File: src/rtl/clkWindowMeterPkg.sv
package clkWindowMeterPkg;

  // Strobes passed from window control to the counting datapath
  typedef struct packed {
    logic clearCnt;  // zero all counters this edge
    logic countEn;   // window open, edges may be counted
  } meterStrobes_t;

endpackage

File: src/rtl/meterWindowCtrl.sv
module meterWindowCtrl
  import clkWindowMeterPkg::*;
#(
  parameter int WINDOW_LEN = 200
) (
  input  logic          clk,
  input  logic          rstN,
  input  logic          startPulse,
  output logic          busy,
  output meterStrobes_t strobes
);

  localparam int CW = (WINDOW_LEN > 1) ? $clog2(WINDOW_LEN) : 1;
  localparam logic [CW-1:0] LAST_TICK = CW'(WINDOW_LEN - 1);

  logic [CW-1:0] windowCnt;

  always_ff @(posedge clk or negedge rstN) begin
    if (!rstN) begin
      busy      <= 1'b0;
      windowCnt <= '0;
    end else if (startPulse) begin
      busy      <= 1'b1;
      windowCnt <= '0;
    end else if (busy) begin
      if (windowCnt == LAST_TICK) begin
        busy <= 1'b0;
      end else begin
        windowCnt <= windowCnt + 1'b1;
      end
    end
  end

  always_comb begin
    strobes.clearCnt = startPulse;
    strobes.countEn  = busy;
  end

endmodule

File: src/rtl/meterCountPath.sv
module meterCountPath
  import clkWindowMeterPkg::*;
#(
  parameter int NUM_CH      = 4,
  parameter int CNT_W       = 8,
  parameter int SYNC_STAGES = 2
) (
  input  logic                    clk,
  input  logic                    rstN,
  input  meterStrobes_t           strobes,
  input  logic [NUM_CH-1:0]       extClk,
  output logic [NUM_CH*CNT_W-1:0] countWord
);

  localparam logic [CNT_W-1:0] CNT_MAX = {CNT_W{1'b1}};

  for (genvar ch = 0; ch < NUM_CH; ch++) begin : gChan
    logic [SYNC_STAGES-1:0] syncQ;
    logic                   prevLvl;
    logic                   riseSeen;
    logic [CNT_W-1:0]       edgeCnt;

    always_ff @(posedge clk or negedge rstN) begin
      if (!rstN) begin
        syncQ   <= '0;
        prevLvl <= 1'b0;
      end else begin
        syncQ   <= {syncQ[SYNC_STAGES-2:0], extClk[ch]};
        prevLvl <= syncQ[SYNC_STAGES-1];
      end
    end

    assign riseSeen = syncQ[SYNC_STAGES-1] & ~prevLvl;

    always_ff @(posedge clk or negedge rstN) begin
      if (!rstN) begin
        edgeCnt <= '0;
      end else if (strobes.clearCnt) begin
        edgeCnt <= '0;
      end else if (strobes.countEn && riseSeen && (edgeCnt != CNT_MAX)) begin
        edgeCnt <= edgeCnt + 1'b1;
      end
    end

    assign countWord[ch*CNT_W +: CNT_W] = edgeCnt;
  end

endmodule

File: src/rtl/clkWindowMeter.sv
module clkWindowMeter
  import clkWindowMeterPkg::*;
#(
  parameter int NUM_CH      = 4,
  parameter int CNT_W       = 8,
  parameter int WINDOW_LEN  = 200,
  parameter int SYNC_STAGES = 2
) (
  input  logic                    clk,
  input  logic                    rstN,
  input  logic                    startPulse,
  input  logic [NUM_CH-1:0]       extClk,
  input  logic [NUM_CH-1:0]       extPre,
  output logic                    busy,
  output logic [NUM_CH*CNT_W-1:0] countWord,
  output logic [2*NUM_CH-1:0]     levelWord
);

  meterStrobes_t strobes;

  meterWindowCtrl #(.WINDOW_LEN(WINDOW_LEN)) uCtrl (
    .clk       (clk),
    .rstN      (rstN),
    .startPulse(startPulse),
    .busy      (busy),
    .strobes   (strobes)
  );

  meterCountPath #(
    .NUM_CH     (NUM_CH),
    .CNT_W      (CNT_W),
    .SYNC_STAGES(SYNC_STAGES)
  ) uPath (
    .clk      (clk),
    .rstN     (rstN),
    .strobes  (strobes),
    .extClk   (extClk),
    .countWord(countWord)
  );

  assign levelWord = {extPre, extClk};

endmodule

File: config.mk
export PLATFORM = sky130hd
export DESIGN_NAME = clkWindowMeter
export DESIGN_NICKNAME = d
export VERILOG_FILES = /design/src/rtl/clkWindowMeterPkg.sv /design/src/rtl/meterWindowCtrl.sv /design/src/rtl/meterCountPath.sv /design/src/rtl/clkWindowMeter.sv
export SDC_FILE = /design/constraint.sdc
export NUM_CORES = 1
export LEC_CHECK = 0
export BUFFER_PORTS_ARGS = -buffer_cell sky130_fd_sc_hd__buf_2
export CELL_PAD_IN_SITES_DETAIL_PLACEMENT = 0
export CELL_PAD_IN_SITES_GLOBAL_PLACEMENT = 1
export CORE_MARGIN = 3
export CORE_UTILIZATION = 42
export DETAILED_ROUTE_END_ITERATION = 7
export GPL_ROUTABILITY_DRIVEN = 0
export PLACE_DENSITY = 0.79
export SYNTH_ARGS = -nofsm -noshare
export SYNTH_HDL_FRONTEND = slang
export SYNTH_HIERARCHICAL = 1
export SYNTH_SLANG_ARGS = --single-unit
export TNS_END_PERCENT = 30
File: constraint.sdc
create_clock -name clk -period 1.8 [get_ports clk]
set_input_delay 0.54 -clock clk [delete_from_list [all_inputs] [get_ports clk]]
set_output_delay 0.54 -clock clk [all_outputs]
set_load 0.02 [all_outputs]
==> summary.txt, run 1 <==
Status
  • Outcome: finished clean

Timing
  • Period minus WS final: 1.67 ns
  • WHS: between 0.2 and 0.25 ns
  • Relative slew slack: 0.647
  • Skew final: 0.00336 ns
  • Setup tns final: 0 ns
  • Pins Over Slew Limit: 0
  • Final setup fails: 0
  • Fmax: approximately 0.60 GHz
  • Unrepaired setup endpoints after global routing: false
  • Least-Margin Pin Slew: about 0.53 ns
  • PnR worst setup slack: 0.127 ns
  • Final Hold Violating Endpoints: 0
  • Period utilization: 0.930

GRT
  • Tot GR Track Use: 0.156
  • First-pass GRT wire length: about 9100 µm
  • Total gr overflow: 0
  • Vias in the first global route: 1954
  • Largest net degree at the start of global routing: 54
  • Initial antenna violation count: 0

Floorplan
  • DIE AREA: 7200 µm²
  • Core outline area: roughly 6000 µm²
  • Initial Util: 0.438
  • Row count: 28
  • # IOs: 52
  • Die Y-Extent: 84.8 µm
  • Die Wd: roughly 85 µm

Power and ir drop
  • Power Dens Cells: approximately 750 nW/µm²
  • Pint: around 1.7 mW
  • Leak Pwr: approximately 1.4 nW
  • Sw Ratio: 0.229
  • Sequential share of power: 0.556
  • Comb pwr share: 0.073
  • Maximum vdd drop: approximately 0.38 mV
  • Net switching power: a little over 0.5 mW
  • Clock Power Share: 0.371

Routing
  • WL final: between 5000 and 6000 µm
  • DRC: 0
  • WL per Instance: between 10 and 15 µm
  • Via-to-Cell Ratio: around 5.5
  • DRT Pass-1 Iters: 4
  • DRT iter0 DRCs: 125
  • Via count: 1997
  • Antenna viol nets, final: 0

Worst setup path
  • Slowest-stage cell, CP: dfrtp_1
  • CP top delay family: flip-flops
  • Worst setup SP type: flop
  • Required time worst endpoint: 1.26 ns
  • Cells along the critical path: buf_4 > buf_2
  • CP Class: flop to output port
  • Crit end category: output port
  • Worst Path Buf+Inv: 2
  • Stages on worst setup path: 2
  • CP Max Fanout: 10
  • CP Data Arrival Time: between 1 and 1.5 ns
  • Crit. Startpoint: uCtrl/busy
  • FF-to-FF path depth: 3
  • Crit-path max cell delay: around 0.44 ns
  • R2R Path Start: uCtrl/windowCnt[3]

CTS
  • CTS Sinks: between 50 and 60
  • H-tree depth: 2
  • Post-CTS sizing: 0
  • Num CTS Buffers: 5
  • # Post-CTS Setup Buffers: 0
  • CTS tree: done
  • Hold Buf Count CTS: 0
  • Clk root buf: clkbuf_8
  • Worst-Skew Late Latency: 0.30 ns
  • Clock tree buffer depth: 2
  • Clock-pin slew on the worst setup and hold paths: 0.09 ns

Yosys
  • Share of Yosys cell area claimed by the top area cell type: 0.508
  • Async set-reset flop share out of synthesis: 1.00
  • Syn_area_per_cell: between 10 and 15 µm²
  • Synthesized cell area: 2610 µm²
  • Post-Synthesis Cells: 250
  • Top cells by area, synth: dfrtp_1 51%, nor2_1 4.6%, buf_4 2.9%, ha_1 2.9%, xor2_1 2.7%
  • Top cells by count, synth: 53 x dfrtp_1, 32 x nor2_1, 12 x a21oi_1, 12 x nand2_1, 11 x nand3_1
  • Synthesized net count: approximately 270
  • Register area share after synthesis: 0.508
  • Yosys top cell by area: dfrtp_1
  • Synthesized flop and latch total: between 50 and 60
  • Synth Flop Type: dfrtp_1
  • Post-synth EDFFs: 0
  • Yosys cell types: 46
  • Most numerous cell in the Yosys netlist: dfrtp_1
  • Synth warn: 6

Job
  • Max Cap Viol: 0

Placement
  • Post-place setup slack: about 0.16 ns
  • Number of port buffers: 43
  • DPL Wire Length: around 3600 µm

Cells and area
  • Area of the multi-input gates: 1170 µm²
  • ANT cells: 0
  • Sequential Area: approximately 1300 µm²
  • Layout filler cell count: 572
  • Layout cell share with drive strength beyond 1: 0.238
  • P&R area growth vs syn: 14.3%
  • Final net count: 306

Min path
  • HP Class: input pin to async pin
## cell type report
type | instances | share of cell area
sequential | 53 | 0.444
multi-input combinational | 178 | 0.391
timing repair buffer | 48 | 0.0889
tap | 75 | 0.0314
clock buffer | 6 | 0.0277
clock inverter | 2 | 0.0126
inverter | 3 | 0.00377
## metal layers
metal,global-route usage,vias up,part of all wire
li1,-,981,-
met1,0.199,969,0.45
met5,0,-,0
met4,0.0576,0,0.011
met3,0.0291,5,0.047
met2,0.263,42,0.49
## registers in the layout, summed over array words and instances, names as in the netlist
name	flops
uPath/gChan.edgeCnt	32
uPath/gChan.syncQ	8
uCtrl/busy	1
uPath/gChan.prevLvl	4
uCtrl/windowCnt	8
## stage by stage
| stage | instance area [µm²] | power, mW | cells | utilization |
|---|---|---|---|---|
| 2_1_floorplan | 2610 | 1.38 | 250 | - |
| 3_3_place_gp | 2860 | 1.44 | 357 | 0.481 |
| 3_5_place_dp | 2860 | 1.44 | 357 | 0.481 |
| 4_1_cts | 2980 | 2.29 | 365 | 0.501 |
| 5_1_grt | 2980 | 2.36 | 365 | 0.501 |
| 6_report | 2980 | 2.25 | 365 | 0.501 |
## kinds of logic (layout without fill, tap and decap cells)
logic type | count (synthesis) | count (layout) | synth area share
buffers and inverters | 19 | 59 | 0.0446
AND/OR/NAND/NOR | 109 | 109 | 0.231
adder cells (fa/ha/maj) | 6 | 6 | 0.0288
flip-flops | 53 | 53 | 0.508
XOR/XNOR | 9 | 9 | 0.0302
AO/OA/AOI/OAI | 45 | 45 | 0.120
multiplexers | 9 | 9 | 0.0374
## path summary, 6_finish.rpt
| path | endpoint | slack, ns |
|---|---|---|
| max | busy | 0.13 |
| min | uPath/gChan[2].edgeCnt[0] | 0.21 |
| max reg2reg | uCtrl/windowCnt[0] | 0.15 |
| min reg2reg | uPath/gChan[0].syncQ[1] | 0.35 |
| max in group asynchronous | uPath/gChan[1].edgeCnt[3] | 1.34 |
| min in group clk | uPath/gChan[0].syncQ[0] | 0.35 |
## power groups by stage
stage	clock, mW	combinational (mW)	sequential [mW]
after floorplan	0	0.102	1.28
after global placement	0	0.165	1.27
after detailed placement	0	0.167	1.27
after CTS	0.876	0.168	1.25
after global routing	0.921	0.186	1.26
final	0.835	0.165	1.25
## placed cells by master (no fill, tap or decap), types with 8 or more instances in the layout
cell and instances:
dfrtp_1 53, buf_2 43, nor2_1 32, a21oi_1 12, nand2_1 12, nand3_1 11, nand4_1 10, nor3_1 10
xor2_1 8, o21ai_0 8
## worst reg2reg max path, delay by kind of cell (launching register included)
family / cells / cell delay, ns
simple gates: 1 / 0.56
flops: 1 / 0.44
mux: 1 / 0.30
compound gates: 1 / 0.25
Power figures use the tool's default switching activity.
==> run 2: changes to the inputs <==
CORE_ASPECT_RATIO = 1.4   (was not set)
==> run 2 against run 1 <==
Net effect:
- die area increased by 0.19%
- sequential power about the same
- clock power fell by 23%
- core utilization fell by 0.67 points
- non-clock buffer count decreased by 1
- clock skew grew 0.0089 ns
- first-iteration DRC count shrank 44%
- cell count is 1.6% lower
- setup slack gained 0.025 ns
- routed wire length fell by 1.9%
- maximum frequency increased by 1.5%
- highest routed layer unchanged
==> summary.txt, run 2 (synthesis gave the netlist of run 1 again) <==
Timing
  • PnR worst setup slack: between 0.15 and 0.2 ns
  • Fmax: slightly above 0.6 GHz
  • WHS: about 0.20 ns
  • Least-Margin Pin Slew: 0.508 ns
  • Period minus WS final: around 1.6 ns
  • Relative slew slack: 0.661
  • Final Hold Violating Endpoints: 0
  • Final setup fails: 0
  • Pins Over Slew Limit: 0
  • Setup tns final: 0 ns
  • Skew final: between 0.01 and 0.015 ns
  • Unrepaired setup endpoints after global routing: false
  • Period utilization: 0.916

Worst setup path
  • FF-to-FF End: uCtrl/windowCnt[0]
  • CP Data Arrival Time: approximately 1.1 ns
  • Required time worst endpoint: ~1.3 ns
  • Crit end category: output port
  • Reg-to-reg slack, setup: about 0.16 ns
  • Crit. Startpoint: uCtrl/busy
  • CP Max Fanout: 9
  • FF-to-FF path depth: 3
  • CP Class: flop to output port
  • Worst setup SP type: flop
  • R2R Path Start: uCtrl/windowCnt[3]

Routing
  • DRT iter0 DRCs: 70
  • Antenna viol nets, final: 0
  • WL per Instance: between 10 and 15 µm
  • DRT Pass-1 Iters: 4
  • Via count: 1964
  • Via-to-Cell Ratio: ~5.5
  • DRC: 0
  • WL final: slightly above 5000 µm

Cells and area
  • Final core occ: 0.494
  • Largest register FFs: 32
  • Top reg by flops: uPath/gChan.edgeCnt
  • Area of the multi-input gates: between 1000 and 1500 µm²
  • ANT cells: 0
  • Layout filler cell count: 585
  • Final net count: just over 300
  • Sequential Area: between 1000 and 1500 µm²
  • Commonest cells after routing, fill and taps aside: 52 x dfrtp_1, 43 x buf_2, 32 x nor2_1
  • Most common cell after layout, fill and taps aside: dfrtp_1
  • Final instance area: between 2000 and 3000 µm²
  • Largest registers: uPath/gChan.edgeCnt x32, uCtrl/windowCnt x8, uPath/gChan.syncQ x8
  • Layout cell share with drive strength beyond 1: 0.235
  • P&R area growth vs syn: 12.6%

Placement
  • Number of port buffers: 43
  • Area after DPL: 2850 µm²
  • DPL Wire Length: between 3000 and 4000 µm
  • Post-place setup slack: roughly 0.17 ns

Floorplan
  • DIE AREA: between 7000 and 8000 µm²
  • Die Y-Extent: between 90 and 100 µm
  • # IOs: between 50 and 60
  • Die Wd: 72.6 µm
  • Core outline area: between 5000 and 6000 µm²
  • Row count: 33
  • Initial Util: 0.439

Power and ir drop
  • Power Dens Cells: 700 nW/µm²
  • Leak Pwr: ~1.4 nW
  • Maximum vdd drop: around 0.4 mV

Status
  • Outcome: finished clean

CTS
  • Clock tree buffer depth: 2
  • CTS tree: done
  • Worst-Skew Late Latency: 0.30 ns
  • H-tree depth: 2
  • Num CTS Buffers: 5
  • CTS Sinks: 53
  • Clk root buf: clkbuf_8
  • Clock-pin slew on the worst setup and hold paths: around 0.1 ns

GRT
  • Largest net degree at the start of global routing: 54
  • Vias in the first global route: around 1900
  • First-pass GRT wire length: 8670 µm
  • Total gr overflow: 0
  • Tot GR Track Use: 0.149
  • Initial antenna violation count: 0

Min path
  • HP Class: input pin to async pin

Job
  • Max Cap Viol: 0
[run 2: critical path, cell delays in order, from the launching register on]
cell,delay (ns)
dfrtp_2,0.48
buf_4,0.18
buf_2,0.16
[run 2: cell type report]
class | instances | share of cell area
clock inverters | 2 | 0.00511
inverters | 3 | 0.00383
multi-input cells | 178 | 0.397
well taps | 70 | 0.0298
repair buffers | 47 | 0.0877
clock buffers | 6 | 0.0247
flip-flops and latches | 53 | 0.452
[run 2: per-stage QoR]
stage                     instances  power [mW]
after floorplan                 250        1.38
final                           359        2.06
after detailed placement        351        1.44
after CTS                       359        2.10
after global placement          351        1.43
after global routing            359        2.18
[run 2: worst max path at each step]
stage	end	slack, ns
2_1_floorplan	uPath/gChan[0].edgeCnt[6]	0.15
3_3_place_gp	uCtrl/windowCnt[0]	0.18
3_5_place_dp	uCtrl/windowCnt[0]	0.17
4_1_cts	busy	0.04
5_1_grt	uPath/gChan[0].edgeCnt[7]	0.01
6_report	busy	0.15
[run 2: timing repair]
item / 4_1_cts / 5_1_grt
endpoints found under the setup margin: 0 / 2
hold buffers: 0 / 0
gates resized for setup: 0 / 2
buffers inserted: 0 / 0
[run 2: layer usage]
layer / wire length, µm / global-route usage / share of wire
met5: 0 / 0 / 0
met2: 2610 / 0.255 / 0.51
met1: 2270 / 0.193 / 0.44
met3: 185 / 0.0243 / 0.036
met4: 55 / 0.0384 / 0.011
[run 2: power by group]
part / switching [mW] / internal (mW)
Sequential: 0.0295 / 1.22
Combinational: 0.102 / 0.0590
Clock: 0.373 / 0.275
